File: config.mk
export PLATFORM = sky130hd
export DESIGN_NAME = simo_seq
export DESIGN_NICKNAME = d
export VERILOG_FILES = /design/src/rtl/simo_pkg.sv /design/src/rtl/simo_gap_timer.sv /design/src/rtl/simo_sw_decode.sv /design/src/rtl/simo_seq.sv
export SDC_FILE = /design/constraint.sdc
export NUM_CORES = 1
export LEC_CHECK = 0
export BUFFER_PORTS_ARGS = -buffer_cell sky130_fd_sc_hd__buf_2
export CAP_MARGIN = 15
export CORE_UTILIZATION = 50
export CTS_CLUSTER_DIAMETER = 30
export DETAILED_ROUTE_END_ITERATION = 16
export PLACE_DENSITY = 0.76
export SYNTH_ARGS = -nofsm -noshare
export SYNTH_HDL_FRONTEND = slang
export SYNTH_SLANG_ARGS = --single-unit
File: constraint.sdc
create_clock -name clk -period 2.1 [get_ports clk]
set_clock_uncertainty 0.15 [all_clocks]
set_input_delay 0.21 -clock clk [delete_from_list [all_inputs] [get_ports clk]]
set_output_delay 0.21 -clock clk [all_outputs]
set_load 0.02 [all_outputs]
File: src/rtl/simo_pkg.sv
package simo_pkg;

    localparam int NSW = 6;

    typedef enum logic [2:0] {
        ST_IDLE,
        ST_P0,
        ST_P1,
        ST_P3,
        ST_P4,
        ST_P6,
        ST_GAP
    } path_e;

    // Switch index k is SW(k+1)
    localparam int SW1 = 0;
    localparam int SW3 = 2;
    localparam int SW4 = 3;
    localparam int SW5 = 4;
    localparam int SW6 = 5;

    function automatic logic [NSW-1:0] path_mask(input path_e p);
        logic [NSW-1:0] m;
        m = '0;
        case (p)
            ST_P0: begin m[SW4] = 1'b1; m[SW6] = 1'b1; end
            ST_P1: begin m[SW1] = 1'b1; m[SW4] = 1'b1; end
            ST_P3: m[SW3] = 1'b1;
            ST_P4: m[SW5] = 1'b1;
            ST_P6: m[SW6] = 1'b1;
            default: m = '0;
        endcase
        return m;
    endfunction

    function automatic path_e opening_path(input logic hyst);
        return hyst ? ST_P0 : ST_P1;
    endfunction

endpackage

File: src/rtl/simo_gap_timer.sv
module simo_gap_timer #(
    parameter int DT_W = 4
) (
    input  logic            clk,
    input  logic            rst,
    input  logic            load,
    input  logic [DT_W-1:0] dead_cycles,
    output logic            expired
);
    localparam logic [DT_W-1:0] ONE = {{(DT_W-1){1'b0}}, 1'b1};

    logic [DT_W-1:0] cnt_q;
    logic [DT_W-1:0] limit;

    assign limit   = (dead_cycles == '0) ? ONE : dead_cycles;
    assign expired = (cnt_q >= limit);

    always_ff @(posedge clk) begin
        if (rst) begin
            cnt_q <= '0;
        end else if (load) begin
            cnt_q <= ONE;
        end else if (!expired) begin
            cnt_q <= cnt_q + ONE;
        end
    end
endmodule

File: src/rtl/simo_sw_decode.sv
module simo_sw_decode
    import simo_pkg::*;
(
    input  path_e          state,
    output logic [NSW-1:0] sw_en
);
    always_comb begin
        sw_en = path_mask(state);
    end
endmodule

File: src/rtl/simo_seq.sv
module simo_seq
    import simo_pkg::*;
#(
    parameter int DT_W = 4
) (
    input  logic            clk,
    input  logic            rst,
    input  logic            period_start,
    input  logic            hyst_req,
    input  logic            buck_done,
    input  logic            buck_above_win,
    input  logic            at_peak,
    input  logic            boost_done,
    input  logic [DT_W-1:0] dead_cycles,
    output logic [NSW-1:0]  sw_en,
    output logic            hyst_active,
    output logic            overrun
);
    path_e state_q, state_d;
    path_e tgt_q, tgt_d;
    logic  mode_q, mode_d;
    logic  pend_q, pend_d;
    logic  dlv_q, dlv_d;
    logic  ovr_q, ovr_d;
    logic  accept, cut, gap_go, gap_done;

    simo_gap_timer #(.DT_W(DT_W)) u_gap (
        .clk         (clk),
        .rst         (rst),
        .load        (gap_go),
        .dead_cycles (dead_cycles),
        .expired     (gap_done)
    );

    always_comb begin
        state_d = state_q;
        tgt_d   = tgt_q;
        mode_d  = mode_q;
        pend_d  = pend_q;
        dlv_d   = dlv_q;
        ovr_d   = ovr_q;
        gap_go  = 1'b0;

        accept = period_start && !pend_q;
        cut    = accept && !dlv_q &&
                 (state_q == ST_P0 || state_q == ST_P1 || state_q == ST_P3 ||
                  state_q == ST_P4 || state_q == ST_GAP);

        if (accept) mode_d = hyst_req;
        if (cut) begin
            ovr_d  = 1'b1;
            pend_d = 1'b1;
            tgt_d  = ST_P6;
        end

        unique case (state_q)
            ST_IDLE: begin
                if (accept) begin
                    state_d = opening_path(hyst_req);
                    dlv_d   = 1'b0;
                end
            end
            ST_P0: begin
                if (cut) gap_go = 1'b1;
                else if (buck_above_win) begin
                    tgt_d  = ST_P3;
                    gap_go = 1'b1;
                end
            end
            ST_P1: begin
                if (cut) gap_go = 1'b1;
                else if (buck_done) begin
                    tgt_d  = ST_P3;
                    gap_go = 1'b1;
                end
            end
            ST_P3: begin
                if (cut) gap_go = 1'b1;
                else if (at_peak) begin
                    tgt_d  = ST_P4;
                    gap_go = 1'b1;
                end
            end
            ST_P4: begin
                if (cut) gap_go = 1'b1;
                else if (boost_done) begin
                    tgt_d  = ST_P6;
                    dlv_d  = 1'b1;
                    gap_go = 1'b1;
                end
            end
            ST_P6: begin
                if (pend_q || accept) begin
                    tgt_d  = opening_path(mode_d);
                    pend_d = 1'b1;
                    gap_go = 1'b1;
                end
            end
            ST_GAP: begin
                if (accept && dlv_q) pend_d = 1'b1;
                if (gap_done) begin
                    state_d = tgt_d;
                    if (tgt_d == ST_P0 || tgt_d == ST_P1) begin
                        pend_d = 1'b0;
                        dlv_d  = 1'b0;
                    end
                end
            end
            default: state_d = ST_IDLE;
        endcase

        if (gap_go) state_d = ST_GAP;
    end

    always_ff @(posedge clk) begin
        if (rst) begin
            state_q <= ST_IDLE;
            tgt_q   <= ST_IDLE;
            mode_q  <= 1'b0;
            pend_q  <= 1'b0;
            dlv_q   <= 1'b0;
            ovr_q   <= 1'b0;
        end else begin
            state_q <= state_d;
            tgt_q   <= tgt_d;
            mode_q  <= mode_d;
            pend_q  <= pend_d;
            dlv_q   <= dlv_d;
            ovr_q   <= ovr_d;
        end
    end

    simo_sw_decode u_dec (
        .state (state_q),
        .sw_en (sw_en)
    );

    assign hyst_active = mode_q;
    assign overrun     = ovr_q;
endmodule

* Word level (Yosys, flattened, before mapping)
Index checks and enable logic that the tools add are counted.
** Cells by class
- Add/subtract/negate cells :: 1
- Order comparisons :: 1
- Eq/ne operators :: 17
- Muxes and demuxes :: 48
- Bitwise operators :: 1
- Reductions and logical operators :: 22
** Operators with widths (number)
- 3-bit 2-to-1 mux :: 13
- 1-bit 2-to-1 mux :: 27
- 3-bit case mux with 5 select lines :: 1
- 2-bit != test (second input constant) :: 5
- 3-bit by 2-bit equality test with 1-bit output (second input constant) :: 3
- 3-bit equality test (second input constant) :: 3
- 3-bit case mux with 3 select lines :: 1
- 3-bit by 1-bit equality test with 1-bit output (second input constant) :: 2
- 1-bit logical OR :: 6
- 3-bit != test (second input constant) :: 2
- 3-bit AND reduction :: 2
- 6-bit AND reduction :: 1
- 2-bit OR reduction :: 3
- 1-bit case mux with 5 select lines :: 1
- 5-bit OR reduction :: 1
- 4-bit by 1-bit adder with 4-bit output (second input constant) :: 1
- 4-bit >= comparator :: 1
- 1-bit logical AND :: 4
- 4-bit logical NOT :: 1
- 2-bit 2-to-1 mux :: 2
- 4-bit 2-to-1 mux :: 1
- 2-bit by 1-bit != test with 1-bit output (second input constant) :: 2
- 3-bit logical NOT :: 1
- 1-bit case mux with 3 select lines :: 1
- other kinds (4) :: 5
** Word-level totals
- Register bits :: 14
- Bits of input ports :: 12
- Output and inout bits :: 8
- Logic and storage cells :: 99

* Logic depth before layout (Yosys ltp)
Gate-level depths: netlist (run 1).
- Depth after elaboration :: 12
- Mapped depth :: 8
- Gate-level depth less buffers :: 8

* Hierarchy
From an unflattened synthesis (run 1), not the netlist that was laid out.
** Unflattened totals
- Cells, all modules :: 141
- Area, all modules :: 1144.8 µm²
** Modules (own cells, without submodules)
- simo_seq :: instances 1, cells an instance 104, area each 803.3 µm², seq. area each 200.2 µm²
- simo_gap_timer :: instances 1, cells an instance 29, area each 284.0 µm², seq. area each 80.1 µm²
- simo_sw_decode :: instances 1, cells an instance 8, area each 57.6 µm², seq. area each 0.0 µm²

* Worst setup path after synthesis (run 1)
OpenSTA, ideal clock, no wires.
- Path kind :: input -> register
- Start point :: input port dead_cycles[2]
- End point :: register state_q[0]
- Setup time :: 79 ps
- Data arrival time :: 1801 ps
- Data required time :: 1871 ps
- Setup slack :: 70 ps
- Stages on the path :: 8
- Path buffers :: 0
- Path through :: inv_1 > a31o_2 > ha_1 > nand2b_4 > a2111oi_4 > nor3_2 > nand3b_1 > a211oi_2
** Between the ends
- Longest elaborated chain between the ends :: 5
** RTL lines
- start, declared :: RTL line simo_seq.sv:14 : input logic [DT_W-1:0] dead_cycles,
- 4-bit logical NOT :: RTL line simo_gap_timer.sv:15 : assign limit = (dead_cycles == '0) ? ONE : dead_cycles;
- 4-bit 2-to-1 mux * :: RTL line simo_gap_timer.sv:15
- 4-bit >= comparator * :: RTL line simo_gap_timer.sv:16 : assign expired = (cnt_q >= limit);
- 2-bit != test (no source line) *
- 3-bit AND reduction (no source line) *
- end signal, assigned :: RTL line simo_seq.sv:124 : state_q <= state_d;
- end, declared :: RTL line simo_seq.sv:19 : path_e state_q, state_d;
Mark *: on every way between the ends. The rest lies on a longest branch, timed or not.
A chain may end at the register's enable or synchronous reset.

* Worst setup path after layout (run 1)
- Start point :: register u_gap.cnt_q[0]
- End point :: register state_q[0]
** Between the ends
- Longest elaborated chain between the ends :: 3
** RTL lines
- start, declared :: RTL line simo_gap_timer.sv:12 : logic [DT_W-1:0] cnt_q;
- start signal, assigned :: RTL line simo_gap_timer.sv:24 : cnt_q <= cnt_q + ONE;
- 4-bit >= comparator :: RTL line simo_gap_timer.sv:16
- 2-bit != test (no source line)
- 3-bit AND reduction (no source line)
Every way passes these cells.

==> results_dict.tcl, run 1 <==
set metrics [dict create \
    status "complete, no violations" \
    drtIter0Drc 52 \
    cts_max_level 1 \
    setup_violations 0 \
    cts_made_buffers 3 \
    wire_per_inst_um 15.9 \
    ir_worst_vdd_mv 0.876 \
    p_sw_share_pct 48.7 \
    synth_top_cell_by_area "dfxtp_1" \
    arrival_ps 2080 \
    synth-adder-area-share_pct 5.05 \
    post_synth_and_or_nand_nor_area_fraction_pct 26.0 \
    clk_path_buf_depth 2 \
    seq_area_frac_synth_pct 22.6 \
    cts_root_buf "clkbuf_4" \
    final_net_count 196 \
    place_area_um2 1370 \
    grt_pass1_wl_mm 5.39 \
    synth_commonest_cells "15 x nand2_1, 15 x nor2_1, 14 x dfxtp_1, 14 x o21ai_0, 7 x inv_1" \
    num_antenna_cells 0 \
    ios 20 \
    worstSetupPathType "flip-flop to flip-flop" \
    grt_max_degree 18 \
    relSlewSlack_pct 64.1 \
    drt_wl_total_mm 3.27 \
    clock-sinks 14 \
    combPwrFrac_pct 60.1 \
    vias 1302 \
    ys.flop_type "dfxtp_1" \
    synth.area.mux_share_pct 2.42 \
    intPower_mw 0.918 \
    fin_crit_sh_pct 95.1 \
    crit_required_ps 2180 \
    start_util_pct 54.4 \
    synth_top_family_by_area "compound AO/OA/AOI/OAI gates" \
    grt.overflow.total 0 \
    synthTopCellsByArea "dfxtp_1 23%, o21ai_0 5.7%, ha_1 5.1%" \
    post-route-util_pct 62.7 \
    gp_congestion 0.945 \
    track_usage_pct 27.8 \
    fill_cells 205 \
    max_freq_mhz 501 \
    synth_edf_count 0 \
    ys_warn_count 0 \
    syn-cell-area_um2 1240 \
    start_kind "flip-flop" \
    place_hpwl_mm 2.43 \
    drv_cap 0 \
    synth_seq_cells 14 \
    worstSetupEndpointType "flip-flop" \
    die-area_um2 2680 \
    drc 0 \
    fp.coreArea_um2 2280 \
    synth_xor_area_share_pct 3.54 \
    clk_pin_slew_ps 110 \
    worstMarginPinSlew_ps 538 \
    final_area_um2 1430 \
    antenna_left 0 \
    syn_avg_cell_area_um2 7.89 \
    synth_nets 174 \
    dieWidth_um 51.8 \
    async_flop_share_pct 0 \
    hold_buffers 0 \
    yosysTopAreaCellShare_pct 22.6 \
    viasPerCell 6.32 \
    power_frac_clock_pct 12.5 \
    syn2layout_area_growth_pct 15.3 \
    hp-class "input pin to flip-flop" \
    p_switching_mw 0.872 \
    rows 17 \
    die_h_um 51.8 \
    drive_above_1_share_pct 27.0 \
    clock_latency_ps 310 \
    port_buffers 18 \
    antenna_found_initial 0 \
    synth.distinct_cells 56 \
    power-per-cell-area_nw_per_um2 1250 \
    drv_slew 0 \
    cts_tree "yes" \
    synthCells 157 \
    p_leak_nw 0.575 \
    hold_viol 0 \
    p_seq_share_pct 27.4 \
    critPathMaxFanout 6 \
    grt_pass1_vias 1218 \
    firstDrtPassIters 4 \
    synth_compound_area_share_pct 32.5 \
    fin_crit_ps 2000 \
]
[registers in the layout, summed over array words and instances, names as in the netlist]
register / count
hyst_active: 1
u_gap.cnt_q: 4
dlv_q: 1
state_q: 3
tgt_q: 3
pend_q: 1
overrun: 1
[kinds of logic after synthesis]
group,after synthesis
adders and majority gates,5
xor gates and xnor gates,5
DFF,14
AOI/OAI and AO/OA,52
muxes,3
other,1
buffers and inverters,19
and+or+nand+nor,58
[per-layer routing]
layer / GRT usage, % / part of all wire (%) / vias to the layer above
met5: 0 / 0 / -
met4: 10.4 / 1.3 / 0
met1: 34.2 / 40 / 612
met3: 5.56 / 11 / 5
li1: - / - / 624
met2: 47.4 / 48 / 61
[critical path, cell delays in order, from the launching register on]
cell and delay (ps):
dfxtp_2 340, inv_2 50, ha_4 220, nand2b_4 140
a2111oi_4 510, nor3_2 120, nand3b_1 200, a211oi_2 190
[timing repair]
item,in CTS,in global routing
setup endpoints to repair,1,1
pin swaps,1,4
resized for setup,0,5
setup buffers,0,0
[final timing paths]
check | to | cells past startpoint | startpoint | slack [ps]
max | state_q[0] | 7 | u_gap.cnt_q[0] | 100
min | hyst_active | 2 | rst | 100
max reg2reg | state_q[0] | 7 | u_gap.cnt_q[0] | 100
min reg2reg | overrun | 2 | overrun | 340
[power groups by stage]
stage / combinational [mW] / clock, mW / sequential [mW]
after global placement: 1.01 / 0 / 0.483
after global routing: 1.19 / 0.234 / 0.503
after floorplan: 0.870 / 0 / 0.412
after CTS: 1.05 / 0.223 / 0.482
final: 1.08 / 0.223 / 0.491
after detailed placement: 1.04 / 0 / 0.489
[cell type report]
cell class / count / area (um2) / area share [%]
flip-flops and latches: 14 / 282 / 19.7
clock buffers: 4 / 36.3 / 2.54
repair buffers: 27 / 158 / 11.0
well taps: 28 / 35.0 / 2.45
inverters: 9 / 33.8 / 2.37
multi-input cells: 124 / 883 / 61.9
[placed cells by master (no fill, tap or decap), types with 2 or more instances in the layout]
master and instances:
o211ai_1 6, nor3_1 5, nand3_1 3, buf_2 18, o21ai_1 2, o21a_1 2, inv_1 6, xor2_1 2
buf_4 9, and2_1 2, o31ai_1 2, xnor2_1 3, inv_2 3, ha_1 4, a311oi_1 2, nand3b_1 2
nor2b_1 4, clkbuf_4 3, mux2i_1 3, nor2_1 15, a21oi_1 6, nand2b_1 2, dfxtp_1 13, o21ai_0 13
nand2_1 15
[through the flow]
step | std cells | setup slack [ps] | setup TNS [ps] | power [mW] | hold WS [ps]
5_1_grt | 206 | -4.75 | -4.75 | 1.92 | 102
3_3_place_gp | 202 | -93.2 | -361 | 1.50 | 298
4_1_cts | 206 | 41.1 | 0 | 1.75 | 95.9
2_1_floorplan | 157 | 69.7 | 0 | 1.28 | 133
6_report | 206 | 103 | 0 | 1.79 | 103
3_5_place_dp | 202 | -156 | -884 | 1.53 | 338
No activity file was read; power rests on OpenSTA's default activity.
==> run 2, diff against run 1 <==
--- a/config.mk
+++ b/config.mk
@@ -10,7 +10,7 @@
 export CORE_UTILIZATION = 50
 export CTS_CLUSTER_DIAMETER = 30
 export DETAILED_ROUTE_END_ITERATION = 16
-export PLACE_DENSITY = 0.76
+export PLACE_DENSITY = 0.75
 export SYNTH_ARGS = -nofsm -noshare
 export SYNTH_HDL_FRONTEND = slang
 export SYNTH_SLANG_ARGS = --single-unit
==> results_dict.tcl, run 2 (synthesis results as in run 1) <==
set metrics [dict create \
    reg.largest.list "u_gap.cnt_q x4, state_q x3, tgt_q x3" \
    cts_made_buffers 3 \
    place_hpwl_mm 2.52 \
    critPathMaxFanout 6 \
    viasPerCell 6.42 \
    drt_wl_total_mm 3.61 \
    final_area_um2 1510 \
    power-per-cell-area_nw_per_um2 1260 \
    clock-sinks 14 \
    hold_viol 0 \
    final_net_count 199 \
    dieWidth_um 51.8 \
    start_util_pct 54.4 \
    fin_crit_ps 2020 \
    antenna_found_initial 0 \
    largest_reg_flops 4 \
    ir_worst_vdd_mv 0.940 \
    relSlewSlack_pct 58.9 \
    firstDrtPassIters 4 \
    cpPeakStageDelay_ps 440 \
    start_kind "flip-flop" \
    cts_max_level 1 \
    grt_pass1_wl_mm 5.71 \
    fin_crit_sh_pct 96.0 \
    p_leak_nw 0.605 \
    layout_common_cells "18 x buf_2, 15 x nand2_1, 14 x nor2_1, 14 x o21ai_0" \
    drive_above_1_share_pct 31.5 \
    port_buffers 18 \
    status "complete, no violations" \
    hold_ws_ps 117 \
    drv_slew 0 \
    worstSetupPathType "flip-flop to flip-flop" \
    die-area_um2 2680 \
    place_area_um2 1390 \
    place_ws_ps -173 \
    drtIter0Drc 55 \
    seq_area_um2 284 \
    num_antenna_cells 0 \
    track_usage_pct 29.0 \
    final_common_cell "buf_2" \
    cts_tree "yes" \
    drc 0 \
    regMostFlops "u_gap.cnt_q" \
    clk_pin_slew_ps 90 \
    rows 17 \
    worstSetupEndpointType "flip-flop" \
    gp_congestion 0.879 \
    grt_pass1_vias 1244 \
    crit_required_ps 2110 \
    crit_chain "ha_1, o21a_1, nor2_2, o311a_4, o311ai_4, o41ai_2" \
    cts_root_buf "clkbuf_4" \
    multi_input_area_um2 940 \
    post-route-util_pct 66.5 \
    drv_cap 0 \
    worstMarginPinSlew_ps 612 \
    clock_latency_ps 290 \
    wire_per_inst_um 17.3 \
    antenna_left 0 \
    clk_path_buf_depth 2 \
    grt.overflow.total 0 \
    fill_cells 187 \
    vias 1342 \
    cp_slowest_cell "dfxtp_1" \
    arrival_ps 2030 \
    worst_slack_ps 84.0 \
    hp-class "input pin to flip-flop" \
    ios 20 \
    die_h_um 51.8 \
    grt_max_degree 18 \
    max_freq_mhz 496 \
    setup_tns_ps 0 \
    syn2layout_area_growth_pct 22.1 \
    setup_violations 0 \
    fp.coreArea_um2 2280 \
]
[run 2: final timing paths]
kind         cells after the start       to  slack (ps)      startpoint
max                              6    dlv_q          80  u_gap.cnt_q[2]
min                              2  overrun         120             rst
max reg2reg                      6    dlv_q          80  u_gap.cnt_q[2]
min reg2reg                      2  overrun         330         overrun
[run 2: power by group]
group	internal, mW	switching [mW]
Combinational	0.512	0.685
Clock	0.106	0.0948
Sequential	0.351	0.156
[run 2: cell type report]
cell class                      instances  share of cell area, %
Clock buffer                            4                   2.40
Timing Repair Buffer                   30                   12.2
Tap cell                               28                   2.32
Sequential cell                        14                   18.8
Multi-Input combinational cell        124                   62.1
Inverter                                9                   2.23
[run 2: timing repair]
item / CTS / global route
endpoints found under the hold margin: 0 / 0
gates resized for setup: 0 / 14
setup endpoints to repair: 3 / 9
pin swaps: 1 / 7
buffers inserted: 0 / 1
hold buffers: 0 / 0
[run 2: stage by stage]
| stage | power [mW] | instances |
|---|---|---|
| 6_report | 1.90 | 209 |
| 5_1_grt | 2.04 | 209 |
| 4_1_cts | 1.77 | 208 |
| 3_5_place_dp | 1.57 | 204 |
| 3_3_place_gp | 1.53 | 204 |
| 2_1_floorplan | 1.28 | 157 |
[run 2: metal layers]
layer / GRT usage (%) / part of all wire, % / up-vias
met5: 0 / 0 / -
met4: 2.70 / 2.5 / 0
met3: 8.77 / 9.4 / 12
met2: 50.9 / 47 / 70
met1: 35.8 / 41 / 630
li1: - / - / 630
[run 2: critical path, delay by kind of cell, from the launching register on]
| kind | cells | cell delay (ps) |
|---|---|---|
| AOI/OAI and AO/OA | 4 | 950 |
| DFF | 1 | 440 |
| adders and majority gates | 1 | 260 |
| and+or+nand+nor | 1 | 90 |
